$ cat src/rtl/ep0cw_pkg.sv
package ep0cw_pkg;
   localparam int SETUP_LEN   = 8;
   localparam int SETUP_SEL_W = $clog2(SETUP_LEN);
   localparam int SETUP_CNT_W = $clog2(SETUP_LEN + 2);

   typedef enum logic [1:0] {
      TK_SETUP = 2'd0,
      TK_OUT   = 2'd1,
      TK_IN    = 2'd2,
      TK_PING  = 2'd3
   } tok_e;

   typedef enum logic [1:0] {
      RC_ACK  = 2'd0,
      RC_NAK  = 2'd1,
      RC_NYET = 2'd2,
      RC_ZLP1 = 2'd3
   } rsp_e;

   typedef enum logic [2:0] {
      ST_IDLE,
      ST_SETUP,
      ST_HOLD,
      ST_DATA,
      ST_STATUS,
      ST_ZLP
   } stage_e;
endpackage

$ cat src/rtl/ep0cw_setup_bank.sv
module ep0cw_setup_bank
   import ep0cw_pkg::*;
#(
   parameter int BYTE_W = 8
) (
   input  logic                   clk,
   input  logic                   rst_n,
   input  logic                   restart,
   input  logic                   wr_en,
   input  logic [BYTE_W-1:0]      din,
   input  logic [SETUP_SEL_W-1:0] sel,
   output logic [BYTE_W-1:0]      dout,
   output logic [SETUP_CNT_W-1:0] count
);
   localparam logic [SETUP_CNT_W-1:0] CNT_SAT = SETUP_CNT_W'(SETUP_LEN + 1);

   logic [BYTE_W-1:0] bytes_w [SETUP_LEN];

   always_ff @(posedge clk or negedge rst_n) begin
      if (!rst_n)                          count <= '0;
      else if (restart)                    count <= '0;
      else if (wr_en && count != CNT_SAT)  count <= count + 1'b1;
   end

   for (genvar g = 0; g < SETUP_LEN; g++) begin : g_byte
      logic [BYTE_W-1:0] q;
      always_ff @(posedge clk or negedge rst_n) begin
         if (!rst_n)                                   q <= '0;
         else if (wr_en && count == SETUP_CNT_W'(g))   q <= din;
      end
      assign bytes_w[g] = q;
   end

   assign dout = bytes_w[sel];
endmodule

$ cat src/rtl/ep0cw_rx_fifo.sv
module ep0cw_rx_fifo #(
   parameter int DEPTH  = 64,
   parameter int DATA_W = 8
) (
   input  logic                   clk,
   input  logic                   rst_n,
   input  logic                   flush,
   input  logic                   wr_en,
   input  logic [DATA_W-1:0]      din,
   input  logic                   rd_en,
   output logic [DATA_W-1:0]      dout,
   output logic [$clog2(DEPTH):0] wr_cnt,
   output logic [$clog2(DEPTH):0] rd_cnt
);
   localparam int PTR_W = $clog2(DEPTH);
   localparam int CNT_W = PTR_W + 1;

   if (DEPTH < 8 || (DEPTH & (DEPTH - 1)) != 0) begin : g_bad_depth
      $error("ep0cw_rx_fifo: DEPTH must be a power of two, at least 8");
   end

   logic [DATA_W-1:0] mem [DEPTH];
   logic              room;

   assign room = wr_cnt < CNT_W'(DEPTH);

   always_ff @(posedge clk) begin
      if (wr_en && room && !flush) mem[wr_cnt[PTR_W-1:0]] <= din;
   end

   always_ff @(posedge clk or negedge rst_n) begin
      if (!rst_n) begin
         wr_cnt <= '0;
         rd_cnt <= '0;
      end else if (flush) begin
         wr_cnt <= '0;
         rd_cnt <= '0;
      end else begin
         if (wr_en && room) wr_cnt <= wr_cnt + 1'b1;
         if (rd_en)         rd_cnt <= rd_cnt + 1'b1;
      end
   end

   assign dout = mem[rd_cnt[PTR_W-1:0]];
endmodule

$ cat src/rtl/ep0cw_ctrl.sv
module ep0cw_ctrl
   import ep0cw_pkg::*;
#(
   parameter int CNT_W = 7
) (
   input  logic                   clk,
   input  logic                   rst_n,
   input  logic                   hs_mode,
   input  logic                   tok_valid,
   input  logic [1:0]             tok_kind,
   input  logic                   rx_byte_valid,
   input  logic                   rx_end,
   input  logic                   rx_pid1,
   input  logic                   rx_crc_ok,
   input  logic                   host_ack,
   input  logic                   cmd_setup_rcvd,
   input  logic                   cmd_setup_fin,
   input  logic [1:0]             int_clr,
   input  logic                   fifo_rd,
   input  logic [SETUP_CNT_W-1:0] setup_cnt,
   input  logic [CNT_W-1:0]       wr_cnt,
   input  logic [CNT_W-1:0]       rd_cnt,
   output logic                   setup_restart,
   output logic                   setup_wr,
   output logic                   fifo_flush,
   output logic                   fifo_wr,
   output logic                   fifo_rd_en,
   output logic                   rsp_valid,
   output logic [1:0]             rsp_code,
   output logic                   data_ready,
   output logic [CNT_W-1:0]       rx_size,
   output logic [1:0]             int_status
);
   stage_e     stage;
   logic       cur_out, accept, toggle, fin_seen;
   logic       tok_setup, setup_ok, deliver, last_rd;
   logic [1:0] int_set;
   rsp_e       ok_code;

   assign tok_setup     = tok_valid && tok_kind == TK_SETUP;
   assign setup_ok      = rx_crc_ok && !rx_pid1 && setup_cnt == SETUP_CNT_W'(SETUP_LEN);
   assign deliver       = rx_end && cur_out && accept && rx_crc_ok && rx_pid1 == toggle;
   assign fifo_rd_en    = fifo_rd && data_ready;
   assign last_rd       = fifo_rd_en && CNT_W'(rd_cnt + 1'b1) == rx_size;
   assign setup_restart = tok_setup;
   assign setup_wr      = rx_byte_valid && stage == ST_SETUP;
   assign fifo_wr       = rx_byte_valid && cur_out && accept;
   assign fifo_flush    = tok_setup || last_rd || (rx_end && cur_out && accept && !deliver);
   assign ok_code       = hs_mode ? RC_NYET : RC_ACK;
   assign int_set       = {deliver, rx_end && stage == ST_SETUP && setup_ok};

   always_ff @(posedge clk or negedge rst_n) begin
      if (!rst_n) int_status <= '0;
      else        int_status <= (int_status & ~int_clr) | int_set;
   end

   always_ff @(posedge clk or negedge rst_n) begin
      if (!rst_n) begin
         stage      <= ST_IDLE;
         cur_out    <= 1'b0;
         accept     <= 1'b0;
         toggle     <= 1'b1;
         fin_seen   <= 1'b0;
         data_ready <= 1'b0;
         rx_size    <= '0;
         rsp_valid  <= 1'b0;
         rsp_code   <= RC_ACK;
      end else if (tok_setup) begin
         stage      <= ST_SETUP;
         cur_out    <= 1'b0;
         accept     <= 1'b0;
         toggle     <= 1'b1;
         fin_seen   <= 1'b0;
         data_ready <= 1'b0;
         rx_size    <= '0;
         rsp_valid  <= 1'b0;
      end else begin
         rsp_valid <= 1'b0;
         if (tok_valid) begin
            case (tok_kind)
               TK_OUT: begin
                  cur_out <= stage == ST_DATA || stage == ST_HOLD;
                  accept  <= stage == ST_DATA && !data_ready;
               end
               TK_PING: begin
                  if (hs_mode && (stage == ST_DATA || stage == ST_HOLD)) begin
                     rsp_valid <= 1'b1;
                     rsp_code  <= (stage == ST_DATA && !data_ready) ? RC_ACK : RC_NAK;
                  end
               end
               TK_IN: begin
                  if (stage inside {ST_HOLD, ST_DATA, ST_STATUS, ST_ZLP}) begin
                     rsp_valid <= 1'b1;
                     cur_out   <= 1'b0;
                     if (fin_seen) begin
                        rsp_code <= RC_ZLP1;
                        stage    <= ST_ZLP;
                     end else begin
                        rsp_code <= RC_NAK;
                        if (stage != ST_HOLD) stage <= ST_STATUS;
                     end
                  end
               end
               default: ;
            endcase
         end
         if (rx_end) begin
            if (stage == ST_SETUP) begin
               if (setup_ok) begin
                  rsp_valid <= 1'b1;
                  rsp_code  <= RC_ACK;
                  stage     <= ST_HOLD;
               end else begin
                  stage <= ST_IDLE;
               end
            end else if (cur_out) begin
               cur_out <= 1'b0;
               if (!accept) begin
                  rsp_valid <= 1'b1;
                  rsp_code  <= RC_NAK;
               end else if (rx_crc_ok) begin
                  rsp_valid <= 1'b1;
                  rsp_code  <= ok_code;
                  if (deliver) begin
                     toggle     <= ~toggle;
                     rx_size    <= wr_cnt;
                     data_ready <= wr_cnt != '0;
                  end
               end
            end
         end
         if (cmd_setup_rcvd && stage == ST_HOLD) stage <= ST_DATA;
         if (cmd_setup_fin && (stage == ST_DATA || stage == ST_STATUS)) fin_seen <= 1'b1;
         if (host_ack && stage == ST_ZLP) stage <= ST_IDLE;
         if (last_rd) data_ready <= 1'b0;
      end
   end
endmodule

$ cat src/rtl/ep0_ctrl_write_seq.sv
module ep0_ctrl_write_seq
   import ep0cw_pkg::*;
#(
   parameter int FIFO_DEPTH = 64
) (
   input  logic                        clk,
   input  logic                        rst_n,
   input  logic                        hs_mode,
   input  logic                        tok_valid,
   input  logic [1:0]                  tok_kind,
   input  logic                        rx_byte_valid,
   input  logic [7:0]                  rx_byte,
   input  logic                        rx_end,
   input  logic                        rx_pid1,
   input  logic                        rx_crc_ok,
   input  logic                        host_ack,
   output logic                        rsp_valid,
   output logic [1:0]                  rsp_code,
   input  logic [2:0]                  setup_sel,
   output logic [7:0]                  setup_byte,
   input  logic                        fifo_rd,
   output logic [7:0]                  fifo_dout,
   output logic [$clog2(FIFO_DEPTH):0] rx_size,
   output logic                        data_ready,
   input  logic                        cmd_setup_rcvd,
   input  logic                        cmd_setup_fin,
   input  logic [1:0]                  int_clr,
   output logic [1:0]                  int_status,
   output logic                        irq
);
   localparam int CNT_W = $clog2(FIFO_DEPTH) + 1;

   logic                   setup_restart, setup_wr;
   logic                   fifo_flush, fifo_wr, fifo_rd_en;
   logic [SETUP_CNT_W-1:0] setup_cnt;
   logic [CNT_W-1:0]       wr_cnt, rd_cnt;

   ep0cw_setup_bank #(.BYTE_W(8)) i_setup (
      .clk     (clk),
      .rst_n   (rst_n),
      .restart (setup_restart),
      .wr_en   (setup_wr),
      .din     (rx_byte),
      .sel     (setup_sel),
      .dout    (setup_byte),
      .count   (setup_cnt)
   );

   ep0cw_rx_fifo #(.DEPTH(FIFO_DEPTH), .DATA_W(8)) i_fifo (
      .clk    (clk),
      .rst_n  (rst_n),
      .flush  (fifo_flush),
      .wr_en  (fifo_wr),
      .din    (rx_byte),
      .rd_en  (fifo_rd_en),
      .dout   (fifo_dout),
      .wr_cnt (wr_cnt),
      .rd_cnt (rd_cnt)
   );

   ep0cw_ctrl #(.CNT_W(CNT_W)) i_ctrl (
      .clk            (clk),
      .rst_n          (rst_n),
      .hs_mode        (hs_mode),
      .tok_valid      (tok_valid),
      .tok_kind       (tok_kind),
      .rx_byte_valid  (rx_byte_valid),
      .rx_end         (rx_end),
      .rx_pid1        (rx_pid1),
      .rx_crc_ok      (rx_crc_ok),
      .host_ack       (host_ack),
      .cmd_setup_rcvd (cmd_setup_rcvd),
      .cmd_setup_fin  (cmd_setup_fin),
      .int_clr        (int_clr),
      .fifo_rd        (fifo_rd),
      .setup_cnt      (setup_cnt),
      .wr_cnt         (wr_cnt),
      .rd_cnt         (rd_cnt),
      .setup_restart  (setup_restart),
      .setup_wr       (setup_wr),
      .fifo_flush     (fifo_flush),
      .fifo_wr        (fifo_wr),
      .fifo_rd_en     (fifo_rd_en),
      .rsp_valid      (rsp_valid),
      .rsp_code       (rsp_code),
      .data_ready     (data_ready),
      .rx_size        (rx_size),
      .int_status     (int_status)
   );

   assign irq = |int_status;
endmodule

$ cat config.mk
export PLATFORM = sky130hd
export DESIGN_NAME = ep0_ctrl_write_seq
export DESIGN_NICKNAME = d
export VERILOG_FILES = /design/src/rtl/ep0cw_pkg.sv /design/src/rtl/ep0cw_setup_bank.sv /design/src/rtl/ep0cw_rx_fifo.sv /design/src/rtl/ep0cw_ctrl.sv /design/src/rtl/ep0_ctrl_write_seq.sv
export SDC_FILE = /design/constraint.sdc
export NUM_CORES = 1
export LEC_CHECK = 0
export ABC_AREA = 1
export BUFFER_PORTS_ARGS = -buffer_cell sky130_fd_sc_hd__buf_2
export CAP_MARGIN = 0
export CELL_PAD_IN_SITES_DETAIL_PLACEMENT = 1
export CELL_PAD_IN_SITES_GLOBAL_PLACEMENT = 1
export CORE_ASPECT_RATIO = 1.75
export CORE_MARGIN = 2
export CORE_UTILIZATION = 33
export CTS_BUF_LIST = sky130_fd_sc_hd__clkbuf_8
export DETAILED_ROUTE_END_ITERATION = 16
export GPL_ROUTABILITY_DRIVEN = 0
export GPL_TIMING_DRIVEN = 0
export PLACE_DENSITY_LB_ADDON = 0.1
export SLEW_MARGIN = 30
export SYNTH_ARGS = -nofsm -noshare
export SYNTH_HDL_FRONTEND = slang
export SYNTH_SLANG_ARGS = --single-unit
$ cat constraint.sdc
create_clock -name clk -period 4.2 [get_ports clk]
set_input_delay 0 -clock clk [delete_from_list [all_inputs] [get_ports clk]]
set_output_delay 0 -clock clk [all_outputs]
set_load 0.01 [all_outputs]
==> flow_summary_export.csv <==
group,metric,value,unit
worst_setup_path,cp_num_cells,12,
routing,totalWireLength,97580,um
floorplanning,initial_core_util,33.21,%
synth,yosysUniqueCellTypes,39,
synth,synth_common_cells,"512 x edfxtp_1, 421 x nand2_1, 261 x o21ai_0",
finish,area_growth,17.39,%
synth,synthCells,2180,
timing,rsz0062_at_grt,"no",
worst_setup_path,path_cells,"buf_4, buf_4, clkbuf_1, nor2_1, o22ai_1, nand2_1, o211ai_1, nand3_1, o21ai_1, nand2_1, nand2_1, buf_2",
timing,max_freq,244.3,MHz
run,cap_violations,0,
worst_setup_path,endpoint_kind,"output port",
synth,yosys_most_used_dff,"edfxtp_1",
floorplanning,num_rows,135,
timing,report.final.slew_viol_count,0,
global_route,grt_pass1_wl,140000,um
power,p_leak,10.75,nW
routing,ant_nets,0,
worst_setup_path,cpMaxStageDelayCell,"clkbuf_1",
routing,remaining_drc_errors,0,
worst_setup_path,cpPeakStageDelay,0.75,ns
hold_path,whs_path_depth,7,
status,outcome,"finished, final reports clean",
synth,synth_area,25580,um2
routing,drt_iter0_drc,1117,
synth,yosysTopAreaCellShare,60.11,%
global_route,grt_antenna_before_repair,1,
timing,worstMarginPinSlew,1.045,ns
hold_path,min_path_type,"in -> reg",
timing,final_hold_viol_count,0,
floorplanning,die_x,214.5,um
cts,cts_buffer_depth,3,
worst_setup_path,crit_family,"buffers and inverters",
placement,place_inst,3299,
cts,cts_tree,"yes",
placement,place_hpwl,70320,um
global_route,grt_max_degree,76,
worst_setup_path,critPathMaxFanout,10,
synth,synth_edf_count,512,
routing,routedWlPerCell,27.81,um
routing,via_per_inst,5.264,
timing,skew,0.03551,ns
cts,clk_pin_slew,0.07,ns
floorplanning,pin_count,57,
worst_setup_path,cpMostUsedCell,"nand2_1",
cts,cts_buffers,93,
synth,avgSynthCellArea,11.73,um2
timing,period_needed,4.093,ns
worst_setup_path,worstRegToRegCells,10,
synth,synthArstFlopShare,16.61,%
worst_setup_path,timing_worst_setup_path_type,"reg -> out",
cts,cts.sinks,614,
synth,syn_nets,2218,
cts,cts_setup_buffers,0,
routing,vias,18470,
power,pwr_density_cell,472.9,nW/um2
power,total_power,14.20,mW
routing,dr.pass1.iters,5,
synth,seq_area_frac_synth,70.09,%
power,ir_worst_vdd,0.3056,mV
placement,portBuffers,56,
global_route,gr-total-overflow,0,
finish,final_cells,3509,
floorplanning,die_h,372.3,um
worst_setup_path,critPathLaunchType,"flop",
finish,drive_above_1_share,13.62,%
global_route,grt_pass1_vias,19640,
worst_setup_path,cp_num_buf_inv,4,
synth,synthMostInstantiatedCell,"edfxtp_1",
synth,synth.yosys.warnings,0,
floorplanning,core_area,77020,um2
worst_setup_path,cp.required,4.20,ns
floorplanning,dieArea,79840,um2
timing,period_share,97.46,%
synth,synth_area_leaders,"edfxtp_1 60%, dfrtp_1 9.9%, nand2_1 6.2%",
cts,cts_max_level,3,
cts,insertion_delay,0.74,ns
timing,relSlewSlack,30.31,%
timing,setup_viol,0,
finish,final_nets,2442,
synth,yosysTopAreaCell,"edfxtp_1",
worst_setup_path,crit_arrival,4.09,ns
cts,cts-root-buf,"clkbuf_8",
synth,ys_seq_elements,614,
global_route,grt_use_total,24.60,%
through the flow:
stage | util, % | setup WS [ns] | hold slack [ns] | TNS (ns) | area [um2]
floorplan | - | 1.674 | -0.2956 | 0 | 25580
global placement | 35.24 | -0.1040 | 0.1873 | -1.611 | 27140
detailed placement | 36.18 | 0.6038 | -0.1352 | 0 | 27870
CTS | 38.98 | 0.004808 | 0.07415 | 0 | 30030
global route | 38.99 | 0.0006102 | 0.1938 | 0 | 30030
finish | 38.99 | 0.1065 | 0.1782 | 0 | 30030
layer usage:
layer / wire length [um] / up-vias / global-route usage (%) / share of wire (%)
li1: - / 8301 / - / -
met3: 4019 / 187 / 3.517 / 4.1
met5: 0 / - / 0 / 0
met4: 5172 / 0 / 12.71 / 5.3
met1: 35350 / 9476 / 26.13 / 36
met2: 53040 / 508 / 47.02 / 54
tightest hold or removal path, stage by stage:
cell	delay [ns]
buf_2	0.11
inv_1	0.06
ha_1	0.23
nand2_1	0.12
inv_1	0.07
a31oi_1	0.18
nor3b_1	0.06
cell usage in the layout (no fill, tap or decap), drive strengths merged:
master / count
mux2i: 64
bufinv: 3
and2: 1
inv: 95
clkinvlp: 5
buf: 136
nand4: 9
nor2: 215
a41oi: 1
o31ai: 1
ha: 11
a32oi: 1
nand3: 63
clkinv: 39
nor3b: 1
a31oi: 10
clkbuf: 179
nand2: 422
a21oi: 89
xor2: 6
dlygate4sd3: 37
or2: 1
dfrtp: 101
o22ai: 78
o211ai: 49
nor3: 70
o21ai: 278
edfxtp: 512
dfstp: 1
a211oi: 3
diode: 1
where the power goes:
| part | switching (mW) | internal [mW] |
|---|---|---|
| Clock | 2.48 | 2.39 |
| Combinational | 1.58 | 0.655 |
| Sequential | 0.201 | 6.90 |
repair_timing:
| action | in CTS | in global routing |
|---|---|---|
| hold buffers | 38 | 0 |
| resized for setup | 3 | 0 |
| endpoints found under the hold margin | 679 | 0 |
| endpoints found under the setup margin | 6 | 0 |
cell families after synthesis:
logic type / Yosys count / share of synthesized area (%)
multiplexers: 64 / 2.504
AND/OR/NAND/NOR: 782 / 12.43
adder cells (fa/ha/maj): 11 / 0.5380
AO/OA/AOI/OAI: 510 / 10.97
buffers and inverters: 193 / 3.263
XOR/XNOR: 6 / 0.2054
flip-flops: 614 / 70.09
final cells by class:
class | instances | area [um2]
diodes | 1 | 2.502
clock buffers | 100 | 1376
flip-flops and latches | 614 | 17930
multi-input cells | 1373 | 7132
well taps | 1027 | 1285
plain buffers | 122 | 573.1
fillers | 8441 | 47000
repair buffers | 130 | 1075
inverters | 70 | 262.8
clock inverters | 72 | 394.1
worst paths after layout:
path | start | to | slack [ns]
setup / recovery | i_fifo.rd_cnt[0] | fifo_dout[7] | 0.11
hold / removal | tok_kind[0] | i_ctrl.stage[2] | 0.18
setup reg to reg | i_fifo.rd_cnt[3] | i_fifo.mem[21][2] | 0.75
hold reg to reg | i_setup.g_byte[4].q[7] | i_setup.g_byte[4].q[7] | 0.49
max in group asynchronous | rst_n | i_ctrl.stage[2] | 3.19
min in group asynchronous | rst_n | i_setup.g_byte[4].q[2] | 0.32
state kept, by name (all words and copies together) (netlist names):
register           cells
i_setup.g_byte.q      64
i_fifo.rd_cnt          7
i_fifo.mem           512
i_ctrl.data_ready      1
i_setup.count          4
i_ctrl.cur_out         1
i_ctrl.fin_seen        1
i_ctrl.toggle          1
i_ctrl.stage           3
i_ctrl.rsp_valid       1
i_ctrl.accept          1
i_ctrl.int_status      2
i_fifo.wr_cnt          7
i_ctrl.rsp_code        2
i_ctrl.rx_size         7
Power figures use the tool's default switching activity.
